`config.mk`:
```
export PLATFORM = sky130hd
export DESIGN_NAME = bxl_top
export DESIGN_NICKNAME = d
export VERILOG_FILES = /design/src/rtl/bxl_pkg.sv /design/src/rtl/bxl_regs.sv /design/src/rtl/bxl_shift.sv /design/src/rtl/bxl_top.sv
export SDC_FILE = /design/constraint.sdc
export NUM_CORES = 1
export LEC_CHECK = 0
export ABC_CLOCK_PERIOD_IN_PS = 3900
export BUFFER_PORTS_ARGS = -buffer_cell sky130_fd_sc_hd__buf_2
export CAP_MARGIN = 25
export CORE_UTILIZATION = 45
export CTS_CLUSTER_DIAMETER = 100
export CTS_CLUSTER_SIZE = 20
export DETAILED_ROUTE_END_ITERATION = 7
export PLACE_DENSITY = 0.74
export SLEW_MARGIN = 20
export SYNTH_ARGS = -nofsm -noshare
export SYNTH_HDL_FRONTEND = slang
export SYNTH_SLANG_ARGS = --single-unit
```
`constraint.sdc`:
```
create_clock -name clk -period 3.9 [get_ports clk]
set_input_delay 1.17 -clock clk [delete_from_list [all_inputs] [get_ports clk]]
set_output_delay 1.17 -clock clk [all_outputs]
set_load 0.005 [all_outputs]
```
`src/rtl/bxl_pkg.sv`:
```
package bxl_pkg;
    localparam int unsigned DATA_W = 8;
    localparam int unsigned ADDR_W = 16;
    localparam int unsigned OFF_W  = 8;

    localparam logic [OFF_W-1:0] OFF_XCHG = 8'h20;
    localparam logic [OFF_W-1:0] OFF_PAGE = 8'hE0;
    localparam logic [OFF_W-1:0] OFF_LINK = 8'h12;

    // field order here fixes the bit positions of the page register
    typedef struct packed {
        logic       handoff;
        logic       cfg_sel;
        logic       set_nv;
        logic       hs_nv;
        logic [3:0] bank;
    } page_t;
endpackage

```
`src/rtl/bxl_regs.sv`:
```
module bxl_regs
    import bxl_pkg::*;
#(
    parameter logic [ADDR_W-OFF_W-1:0] WIN_PAGE = 8'h06,
    parameter int unsigned CS_BIT = 4
) (
    input  logic              clk,
    input  logic              rst_n,
    input  logic [ADDR_W-1:0] addr,
    input  logic [DATA_W-1:0] wdata,
    input  logic              wr,
    input  logic              win_any_n,
    input  logic [DATA_W-1:0] xchg_val,
    output page_t             page,
    output logic              card_off,
    output logic              xchg_wr,
    output logic [DATA_W-1:0] rdata
);
    typedef struct packed {
        page_t page;
        logic  card_off;
    } regs_t;

    regs_t st_d, st_q;
    logic  hit;
    logic [OFF_W-1:0] off;

    always_comb begin
        hit     = !win_any_n || (addr[ADDR_W-1:OFF_W] == WIN_PAGE);
        off     = addr[OFF_W-1:0];
        st_d    = st_q;
        xchg_wr = 1'b0;
        rdata   = '0;
        if (hit && wr) begin
            unique case (off)
                OFF_PAGE: st_d.page     = page_t'(wdata);
                OFF_LINK: st_d.card_off = wdata[CS_BIT];
                OFF_XCHG: xchg_wr       = 1'b1;
                default:  ;
            endcase
        end
        if (hit) begin
            unique case (off)
                OFF_PAGE: rdata = DATA_W'(st_q.page);
                OFF_LINK: rdata[CS_BIT] = st_q.card_off;
                OFF_XCHG: rdata = xchg_val;
                default:  rdata = '0;
            endcase
        end
    end

    always_ff @(posedge clk or negedge rst_n) begin
        if (!rst_n) begin
            st_q.page     <= '0;
            st_q.card_off <= 1'b1;
        end else begin
            st_q <= st_d;
        end
    end

    assign page     = st_q.page;
    assign card_off = st_q.card_off;

    // a write to another page leaves the registers as they were
    assert_offpage_quiet_R1: assert property (@(posedge clk) disable iff (!rst_n)
        (wr && win_any_n && addr[ADDR_W-1:OFF_W] != WIN_PAGE) |=> $stable(st_q))
        else $error("off-page write changed a register");

    // the page register changes only through its own offset
    assert_page_hold_R2: assert property (@(posedge clk) disable iff (!rst_n)
        !(wr && (!win_any_n || addr[ADDR_W-1:OFF_W] == WIN_PAGE) && addr[OFF_W-1:0] == OFF_PAGE)
        |=> $stable(st_q.page))
        else $error("page register changed without a write");
endmodule

```
`src/rtl/bxl_shift.sv`:
```
module bxl_shift #(
    parameter int unsigned W = 8,
    localparam int unsigned CNT_W = $clog2(W + 1)
) (
    input  logic         clk,
    input  logic         rst_n,
    input  logic         start,
    input  logic [W-1:0] load_val,
    input  logic         card_sel,
    input  logic         miso,
    output logic         busy,
    output logic [W-1:0] data,
    output logic         sclk,
    output logic         mosi
);
    typedef struct packed {
        logic             busy;
        logic [CNT_W-1:0] cnt;
        logic [W-1:0]     sh;
    } eng_t;

    eng_t st_d, st_q;
    logic en_q;
    logic mosi_q;

    always_comb begin
        st_d = st_q;
        if (!st_q.busy) begin
            if (start) begin
                st_d.busy = 1'b1;
                st_d.cnt  = '0;
                st_d.sh   = load_val;
            end
        end else begin
            st_d.sh  = {st_q.sh[W-2:0], card_sel ? miso : 1'b0};
            st_d.cnt = st_q.cnt + 1'b1;
            if (st_q.cnt == CNT_W'(W - 1)) st_d.busy = 1'b0;
        end
    end

    always_ff @(posedge clk or negedge rst_n) begin
        if (!rst_n) st_q <= '0;
        else        st_q <= st_d;
    end

    // clock enable and data out move only while clk is low
    always_ff @(negedge clk or negedge rst_n) begin
        if (!rst_n) begin
            en_q   <= 1'b0;
            mosi_q <= 1'b0;
        end else begin
            en_q <= st_q.busy;
            if (st_q.busy) mosi_q <= st_q.sh[W-1];
        end
    end

    assign sclk = clk & en_q;
    assign mosi = mosi_q;
    assign busy = st_q.busy;
    assign data = st_q.sh;

    // a start during a transfer neither restarts nor reloads it
    assert_busy_ignore_R10: assert property (@(posedge clk) disable iff (!rst_n)
        (st_q.busy && start) |=> (st_q.cnt == $past(st_q.cnt) + 1'b1))
        else $error("exchange restarted while busy");

    // the eighth bit ends the transfer
    assert_len_R4: assert property (@(posedge clk) disable iff (!rst_n)
        (st_q.busy && st_q.cnt == CNT_W'(W - 1)) |=> !st_q.busy)
        else $error("transfer ran past eight bits");

    // the received byte holds while idle
    assert_hold_R7: assert property (@(posedge clk) disable iff (!rst_n)
        (!st_q.busy && !start) |=> $stable(st_q.sh))
        else $error("exchange data changed while idle");

    // no clock enable without a transfer behind it
    assert_idle_clk_R5: assert property (@(posedge clk) disable iff (!rst_n)
        (!st_q.busy && !$past(st_q.busy)) |-> !en_q)
        else $error("serial clock enabled while idle");
endmodule

```
`src/rtl/bxl_top.sv`:
```
module bxl_top
    import bxl_pkg::*;
#(
    parameter logic [7:0] WIN_PAGE = 8'h06
) (
    input  logic        clk,
    input  logic        rst_n,
    input  logic [15:0] bus_addr,
    input  logic [7:0]  bus_wdata,
    input  logic        bus_wr,
    output logic [7:0]  bus_rdata,
    input  logic        win_any_n,
    input  logic        miso_i,
    output logic        sclk_o,
    output logic        cfg_clk_o,
    output logic        card_cs_n_o,
    output logic        mosi_o,
    output logic        busy_o,
    output logic [3:0]  bank_o,
    output logic        hs_nv_en_o,
    output logic        set_nv_en_o,
    output logic        cfg_sel_o,
    output logic        handoff_o
);
    page_t             page;
    logic              card_off;
    logic              xchg_wr;
    logic [DATA_W-1:0] xchg_val;
    logic              sclk;

    bxl_regs #(.WIN_PAGE(WIN_PAGE)) u_regs (
        .clk      (clk),
        .rst_n    (rst_n),
        .addr     (bus_addr),
        .wdata    (bus_wdata),
        .wr       (bus_wr),
        .win_any_n(win_any_n),
        .xchg_val (xchg_val),
        .page     (page),
        .card_off (card_off),
        .xchg_wr  (xchg_wr),
        .rdata    (bus_rdata)
    );

    bxl_shift #(.W(DATA_W)) u_shift (
        .clk     (clk),
        .rst_n   (rst_n),
        .start   (xchg_wr),
        .load_val(bus_wdata),
        .card_sel(!card_off),
        .miso    (miso_i),
        .busy    (busy_o),
        .data    (xchg_val),
        .sclk    (sclk),
        .mosi    (mosi_o)
    );

    assign sclk_o      = sclk;
    assign cfg_clk_o   = sclk & page.cfg_sel;
    assign card_cs_n_o = card_off;
    assign bank_o      = page.bank;
    assign hs_nv_en_o  = page.hs_nv;
    assign set_nv_en_o = page.set_nv;
    assign cfg_sel_o   = page.cfg_sel;
    assign handoff_o   = page.handoff;
endmodule

```
After elaboration in Yosys (flattened, before gate mapping)
Cells that the tools add are included.
- reduce and logical (&&, ||, !) cells: 6
- divide/modulo/power cells: 0
- $mul: 0
- equal/unequal tests: 5
- shifts and indexed selects: 0
- order comparisons: 0
- bitwise operators: 2
- mux-type cells: 10
- $add $sub $neg: 1
- operators with widths (kind ; count):
    13-bit two-way mux ; 2
    8-bit by 3-bit equality test with 1-bit output, second input constant ; 1
    8-bit by 5-bit equality test with 1-bit output, second input constant ; 1
    8-bit by 6-bit equality test with 1-bit output, second input constant ; 1
    8-bit equality test, second input constant ; 1
    8-bit two-way mux ; 1
    4-bit one-hot mux with 2 select lines ; 1
    3-bit one-hot mux with 2 select lines ; 1
    4-bit by 1-bit adder with 4-bit output, second input constant ; 1
    4-bit by 3-bit equality test with 1-bit output, second input constant ; 1
    1-bit two-way mux ; 4
    2-bit AND reduction ; 2
    1-bit one-hot mux with 3 select lines ; 1
    1-bit AND ; 2
    2-bit nonzero test ; 1
    1-bit logical AND ; 1
    1-bit zero test ; 1
    1-bit logical OR ; 1
- output and inout port bits: 21
- bits in latches: 0
- bits in registers: 24
- memory bits (read-only): 0
- RAM bits: 0
- memories kept: 0

Logic depth before layout (Yosys ltp)
Gate-level depths: netlist of the first run.
- depth in word-level cells: 6
- depth in mapped cells: 5
- mapped depth without buffers: 4

Cells and area by module
Synthesis of the first run repeated with hierarchy kept, for this count alone.
- cell total of the unflattened synthesis: 120
- area total of the unflattened synthesis: 1321.3 um2
- by module, submodules not included (module ; sequential area each (um2) ; area an instance (um2) ; times used ; cells an instance):
    bxl_shift ; 375.4 ; 728.2 ; 1 ; 65
    bxl_regs ; 226.5 ; 583.1 ; 1 ; 53
    bxl_top ; 0.0 ; 10.0 ; 1 ; 2

==> impl_metrics.ini, run 1 <==
[layout]
layout-drive-gt1-share_pct = 46.37
fill_cells = 238
fin_nets = 209
multi_input_area_um2 = 709.4
register_area_um2 = 601.8
syn2layout_area_growth_pct = 25.44
final_util_pct = 60.70
final_cell_area_um2 = 1703

[floorplan]
num_rows = 19
die_w_um = 56.93
core_area_um2 = 2805
initial_utilization_pct = 48.39
design.portCount = 50
die_h_um = 56.93
die_area_um2 = 3240

[yosys]
synth-seq-area-share_pct = 44.33
yosys_warnings = 0
syn_area_um2 = 1358
synth_seq_cells = 24
synth-edff-count = 0
synthesis.nets = 153
async_flop_share_pct = 100.0
syn-instance-count = 123
syn_area_per_cell_um2 = 11.04
synth_ff_type = dfrtp_1
ys_types = 39

[power_and_ir_drop]
clkPwrFrac_pct = 24.5
power.internal_mw = 0.5049
power_leakage_nw = 0.8263
power_frac_seq_pct = 52.0
sw_frac_of_total_pct = 30.83
combinationalPowerShare_pct = 23.5
vdd_ir_drop_max_uv = 186.2
power_switching_mw = 0.2250
cellPowerDensity_nw_per_um2 = 428.6
power.total_mw = 0.7299

[place]
routabilityCongestion = 0.8333
dp_hpwl_um = 2321
io_buffer_count = 49
post_dp_cell_area_um2 = 1633

[routing]
wirelength_um = 3197
ant_nets = 0
drc = 10
num_vias = 1217
drt_iter0_drc = 71
route.detailed.vias_per_inst = 5.768
drt_pass1_iterations = 6
avgRoutedWirePerCell_um = 15.15

[clock_tree]
clk_pin_slew_ns = 0.12
cts_tree = done
post_cts_resized = 0
clock_latency_ns = 0.42
hold_buffers = 0

[worst_setup_path]
worstReg2RegEnd = u_shift.mosi
crit_fanout = 2
r2r_setup_slack_ns = 1.12
critical_path_class = flip-flop to primary output
critPathBufInv = 1
startpoint_type = flip-flop
cp_slowest_cell = dfrtn_1
arrival_ns = 3.03
worstPathRequired_ns = 2.73
endpoint_kind = primary output
max_stage_delay_ns = 0.41
critical_path.cell_chain = and3_1 -> buf_2
critPathTopFamily = flip-flops
rr_startpoint = u_shift.busy
r2r.worst_path.cells = 1

[sta]
max_slew.worst_pin.slew_ns = 0.4647
slew-limit-headroom_pct = 68.92
setup_violations = 5
skew_ns = 0.01047
hold_ws_ns = 0.5218
slew_viol_final = 0
final-hold-violation-count = 0
rsz0062_at_grt = yes
setup_slack_ns = -0.2959

[min_path]
hp-class = flip-flop to flip-flop
hold_start = u_shift.st_q[10]
hold_end = u_shift.st_q[10]
whs_path_depth = 1

[run_status]
outcome = finished, violations left
violations = DRC, setup timing

[global_routing]
grt_pass1_vias = 1266
overflow = 0
antenna_found_initial = 1
gr-usage-all-layers_pct = 23.43
grt_pass1_wl_um = 5733
grt_max_degree = 25

[flow_run]
drv_cap = 0
power by group through the flow:
stage | sequential, mW | combinational, mW | clock (mW)
5_1_grt | 0.394 | 0.201 | 0.202
3_3_place_gp | 0.382 | 0.156 | 0.00129
4_1_cts | 0.379 | 0.172 | 0.187
2_1_floorplan | 0.370 | 0.117 | 0.000694
3_5_place_dp | 0.385 | 0.164 | 0.00129
6_report | 0.380 | 0.171 | 0.179
layer usage:
metal	up-vias	global-route usage, %	part of all wire, %
met5	-	0	0
met4	0	12.20	0.28
met3	2	6.682	7.3
met2	51	35.80	50
met1	582	30.24	43
li1	582	-	-
cell usage after synthesis, types with 2 or more instances:
cell type   n  area share, %
nand2_1     4            1.1
nand2b_1    2           0.92
buf_2       2           0.74
dfrtp_1    21             39
inv_1       2           0.55
dfrtn_1     2            3.7
nand3_1     2           0.74
and2_1      2           0.92
mux2_4      8            8.8
a21oi_1     6            2.2
nor2b_1     5            2.3
or4_4       2            1.7
a41oi_1     8            5.2
a2bb2oi_1   2            1.3
a22oi_1     8            4.4
nor2_1      8            2.2
o21ai_1    14            5.2
clkbuf_1    4            1.1
how the worst max path moves through the flow:
stage	start	endpoint	slack, ns	depth (start not counted)
floorplan	u_shift.en_q	cfg_clk_o	0.26	1
detailed placement	bus_addr[0]	bus_rdata[7]	0.15	7
finish	u_shift.en_q	cfg_clk_o	-0.30	2
global placement	u_shift.en_q	cfg_clk_o	0.18	2
global route	u_shift.en_q	cfg_clk_o	-0.36	2
CTS	u_shift.en_q	cfg_clk_o	-0.31	2
placed cells by master (no fill, tap or decap), drive strengths merged, types with 2 or more instances in the layout:
| cell | synthesis | final |
|---|---|---|
| nor2 | 8 | 8 |
| a21oi | 6 | 6 |
| nand2b | 2 | 2 |
| a41oi | 8 | 8 |
| nor3 | 2 | 2 |
| mux2 | 10 | 10 |
| clkbuf | 5 | 9 |
| dfrtn | 2 | 2 |
| a2bb2oi | 2 | 2 |
| or4 | 2 | 2 |
| buf | 2 | 54 |
| nor2b | 5 | 5 |
| dfrtp | 21 | 21 |
| nand3 | 3 | 3 |
| and2 | 2 | 2 |
| inv | 2 | 2 |
| a22oi | 8 | 8 |
| nand2 | 4 | 4 |
| o21ai | 15 | 15 |
repair_timing:
action                                 4_1_cts  5_1_grt
buffers inserted                             1        0
setup endpoints to repair                    5        5
cloned                                       0        0
endpoints found under the hold margin        0        0
per-stage QoR:
stage | setup TNS, ns | setup slack [ns] | std cells
floorplan | 0 | 0.2565 | 123
global placement | 0 | 0.1806 | 200
detailed placement | 0 | 0.1547 | 200
CTS | -0.7712 | -0.3118 | 210
global route | -0.8957 | -0.3592 | 211
finish | -0.7216 | -0.2959 | 211
cell type report:
cell class              instances  area share, %
well taps                      31          2.278
repair buffers                 52          16.02
diodes                          1         0.1470
inverters                       2         0.4409
flip-flops and latches         24          35.34
clock buffers                  11          4.115
multi-input cells              90          41.66
registers in the layout, summed over array words and instances, names as in the netlist:
signal	cells
u_shift.data	8
u_regs.card_off	1
u_shift.en_q	1
u_regs.page	8
u_shift.busy	1
u_shift.st_q	4
u_shift.mosi	1
cells by family (layout without fill, tap and decap cells):
family | after synthesis | in the layout | share of synthesized area [%]
AO/OA/AOI/OAI | 43 | 43 | 22.21
flip-flops | 24 | 24 | 44.33
AND/OR/NAND/NOR | 35 | 35 | 17.97
other | 0 | 1 | 0
buffers and inverters | 9 | 65 | 3.410
adder cells (fa/ha/maj) | 1 | 1 | 0.9215
XOR/XNOR | 1 | 1 | 0.6453
multiplexers | 10 | 10 | 10.51
Note: power is estimated with default switching activity, not from simulation.
==> run 2: changes to the inputs <==
--- a/config.mk
+++ b/config.mk
@@ -13,6 +13,7 @@
 export CTS_CLUSTER_SIZE = 20
 export DETAILED_ROUTE_END_ITERATION = 7
 export PLACE_DENSITY = 0.74
+export SETUP_SLACK_MARGIN = 0.3
 export SLEW_MARGIN = 20
 export SYNTH_ARGS = -nofsm -noshare
 export SYNTH_HDL_FRONTEND = slang
==> impl_metrics.ini, run 2 (synthesis results as in run 1) <==
[worst_setup_path]
worstPathRequired_ns = 2.73
critical_path_class = flip-flop to primary output
arrival_ns = 3.02
startpoint_type = flip-flop
endpoint_kind = primary output
crit_fanout = 2

[routing]
drt_iter0_drc = 77
drt_pass1_iterations = 6
route.detailed.vias_per_inst = 5.763
ant_nets = 0
num_vias = 1262
drc = 10
avgRoutedWirePerCell_um = 15.57
wirelength_um = 3409

[sta]
setup_violations = 5
final-hold-violation-count = 0
max_slew.worst_pin.slew_ns = 0.3208
skew_ns = 0.006800
setup_slack_ns = -0.2895
rsz0062_at_grt = yes
final.setup.tns_ns = -0.6934
slew-limit-headroom_pct = 78.53
slew_viol_final = 0

[layout]
layout-drive-gt1-share_pct = 49.20
multi_input_area_um2 = 745.7
fill_cells = 230
syn2layout_area_growth_pct = 34.56
register_area_um2 = 601.8
final_cell_area_um2 = 1827
final_common_cell = buf_2
final_util_pct = 65.12
fin_nets = 217
mostFrequentLayoutCells = 46 x buf_2, 21 x dfrtp_1, 14 x o21ai_1, 10 x buf_4

[clock_tree]
cts_tree = done
clock_latency_ns = 0.42
clk_pin_slew_ns = 0.12

[flow_run]
drv_cap = 0

[run_status]
outcome = finished, violations left
violations = DRC, setup timing

[place]
dp_hpwl_um = 2346
dp_worst_setup_slack_ns = 0.1745
post_dp_cell_area_um2 = 1633
routabilityCongestion = 0.8349
io_buffer_count = 49

[floorplan]
initial_utilization_pct = 48.39
design.portCount = 50
num_rows = 19
die_area_um2 = 3240
core_area_um2 = 2805
die_w_um = 56.93
die_h_um = 56.93

[global_routing]
grt_pass1_wl_um = 5513
grt_max_degree = 25
antenna_found_initial = 1
gr-usage-all-layers_pct = 22.82
grt_pass1_vias = 1197
overflow = 0

[power_and_ir_drop]
cellPowerDensity_nw_per_um2 = 403.0
power_leakage_nw = 0.8910
vdd_ir_drop_max_uv = 198.1
power.total_mw = 0.7361

[min_path]
hp-class = flip-flop to flip-flop
run 2: cell types whose count changed in the layout (fill, tap and decap cells not counted):
cell	before	now
buf_4	5	10
buf_6	0	4
buf_2	49	46
buf_12	0	1
nor3_2	1	0
nor3_4	1	2
nor4_1	1	0
nor4_4	0	1
o21a_4	0	1
run 2: path summary, 6_finish.rpt:
kind | startpoint | to | slack (ns) | depth (start not counted)
worst max-delay path | u_shift.en_q | cfg_clk_o | -0.29 | 2
worst min-delay path | u_shift.st_q[8] | u_shift.st_q[8] | 0.52 | 1
worst max register to register | u_shift.busy | u_shift.mosi | 1.12 | 1
worst min register to register | u_shift.st_q[8] | u_shift.st_q[8] | 0.52 | 1
max in group asynchronous | rst_n | u_shift.mosi | 1.29 | 1
min in group asynchronous | rst_n | u_regs.page[1] | 0.57 | 1
run 2: critical path, cell delays in order (launching register included):
cell     delay, ns
dfrtn_1       0.41
and3_1        0.14
buf_2         0.10
run 2: layout make-up:
type	instances	share of cell area [%]
clock buffers	11	3.836
well taps	31	2.123
repair buffers	59	19.73
diodes	1	0.1370
inverters	2	0.4110
multi-input cells	91	40.82
flip-flops and latches	24	32.95
run 2: per-layer routing:
| layer | GRT usage, % | vias up | share of wire [%] |
|---|---|---|---|
| met2 | 35.80 | 49 | 49 |
| met1 | 29.44 | 602 | 44 |
| met5 | 0 | - | 0 |
| met4 | 9.756 | 0 | 1.6 |
| li1 | - | 604 | - |
| met3 | 6.682 | 7 | 5.5 |
run 2: report_power, final:
part	switching (mW)	total [mW]	internal (mW)
logic	0.0820	0.178	0.0963
clock network	0.0864	0.176	0.0899
registers	0.0606	0.381	0.321
run 2: timing repair:
item	in CTS	in global routing
hold buffers	0	0
pin swaps	2	8
endpoints found under the setup margin	13	12
gates resized for setup	3	6
cloned	0	1
setup buffers	4	4
run 2: through the flow:
step	cells	hold WS, ns
global placement	200	0.4489
CTS	213	0.5256
global route	219	0.5441
detailed placement	200	0.4627
finish	219	0.5240
floorplan	123	0.4658
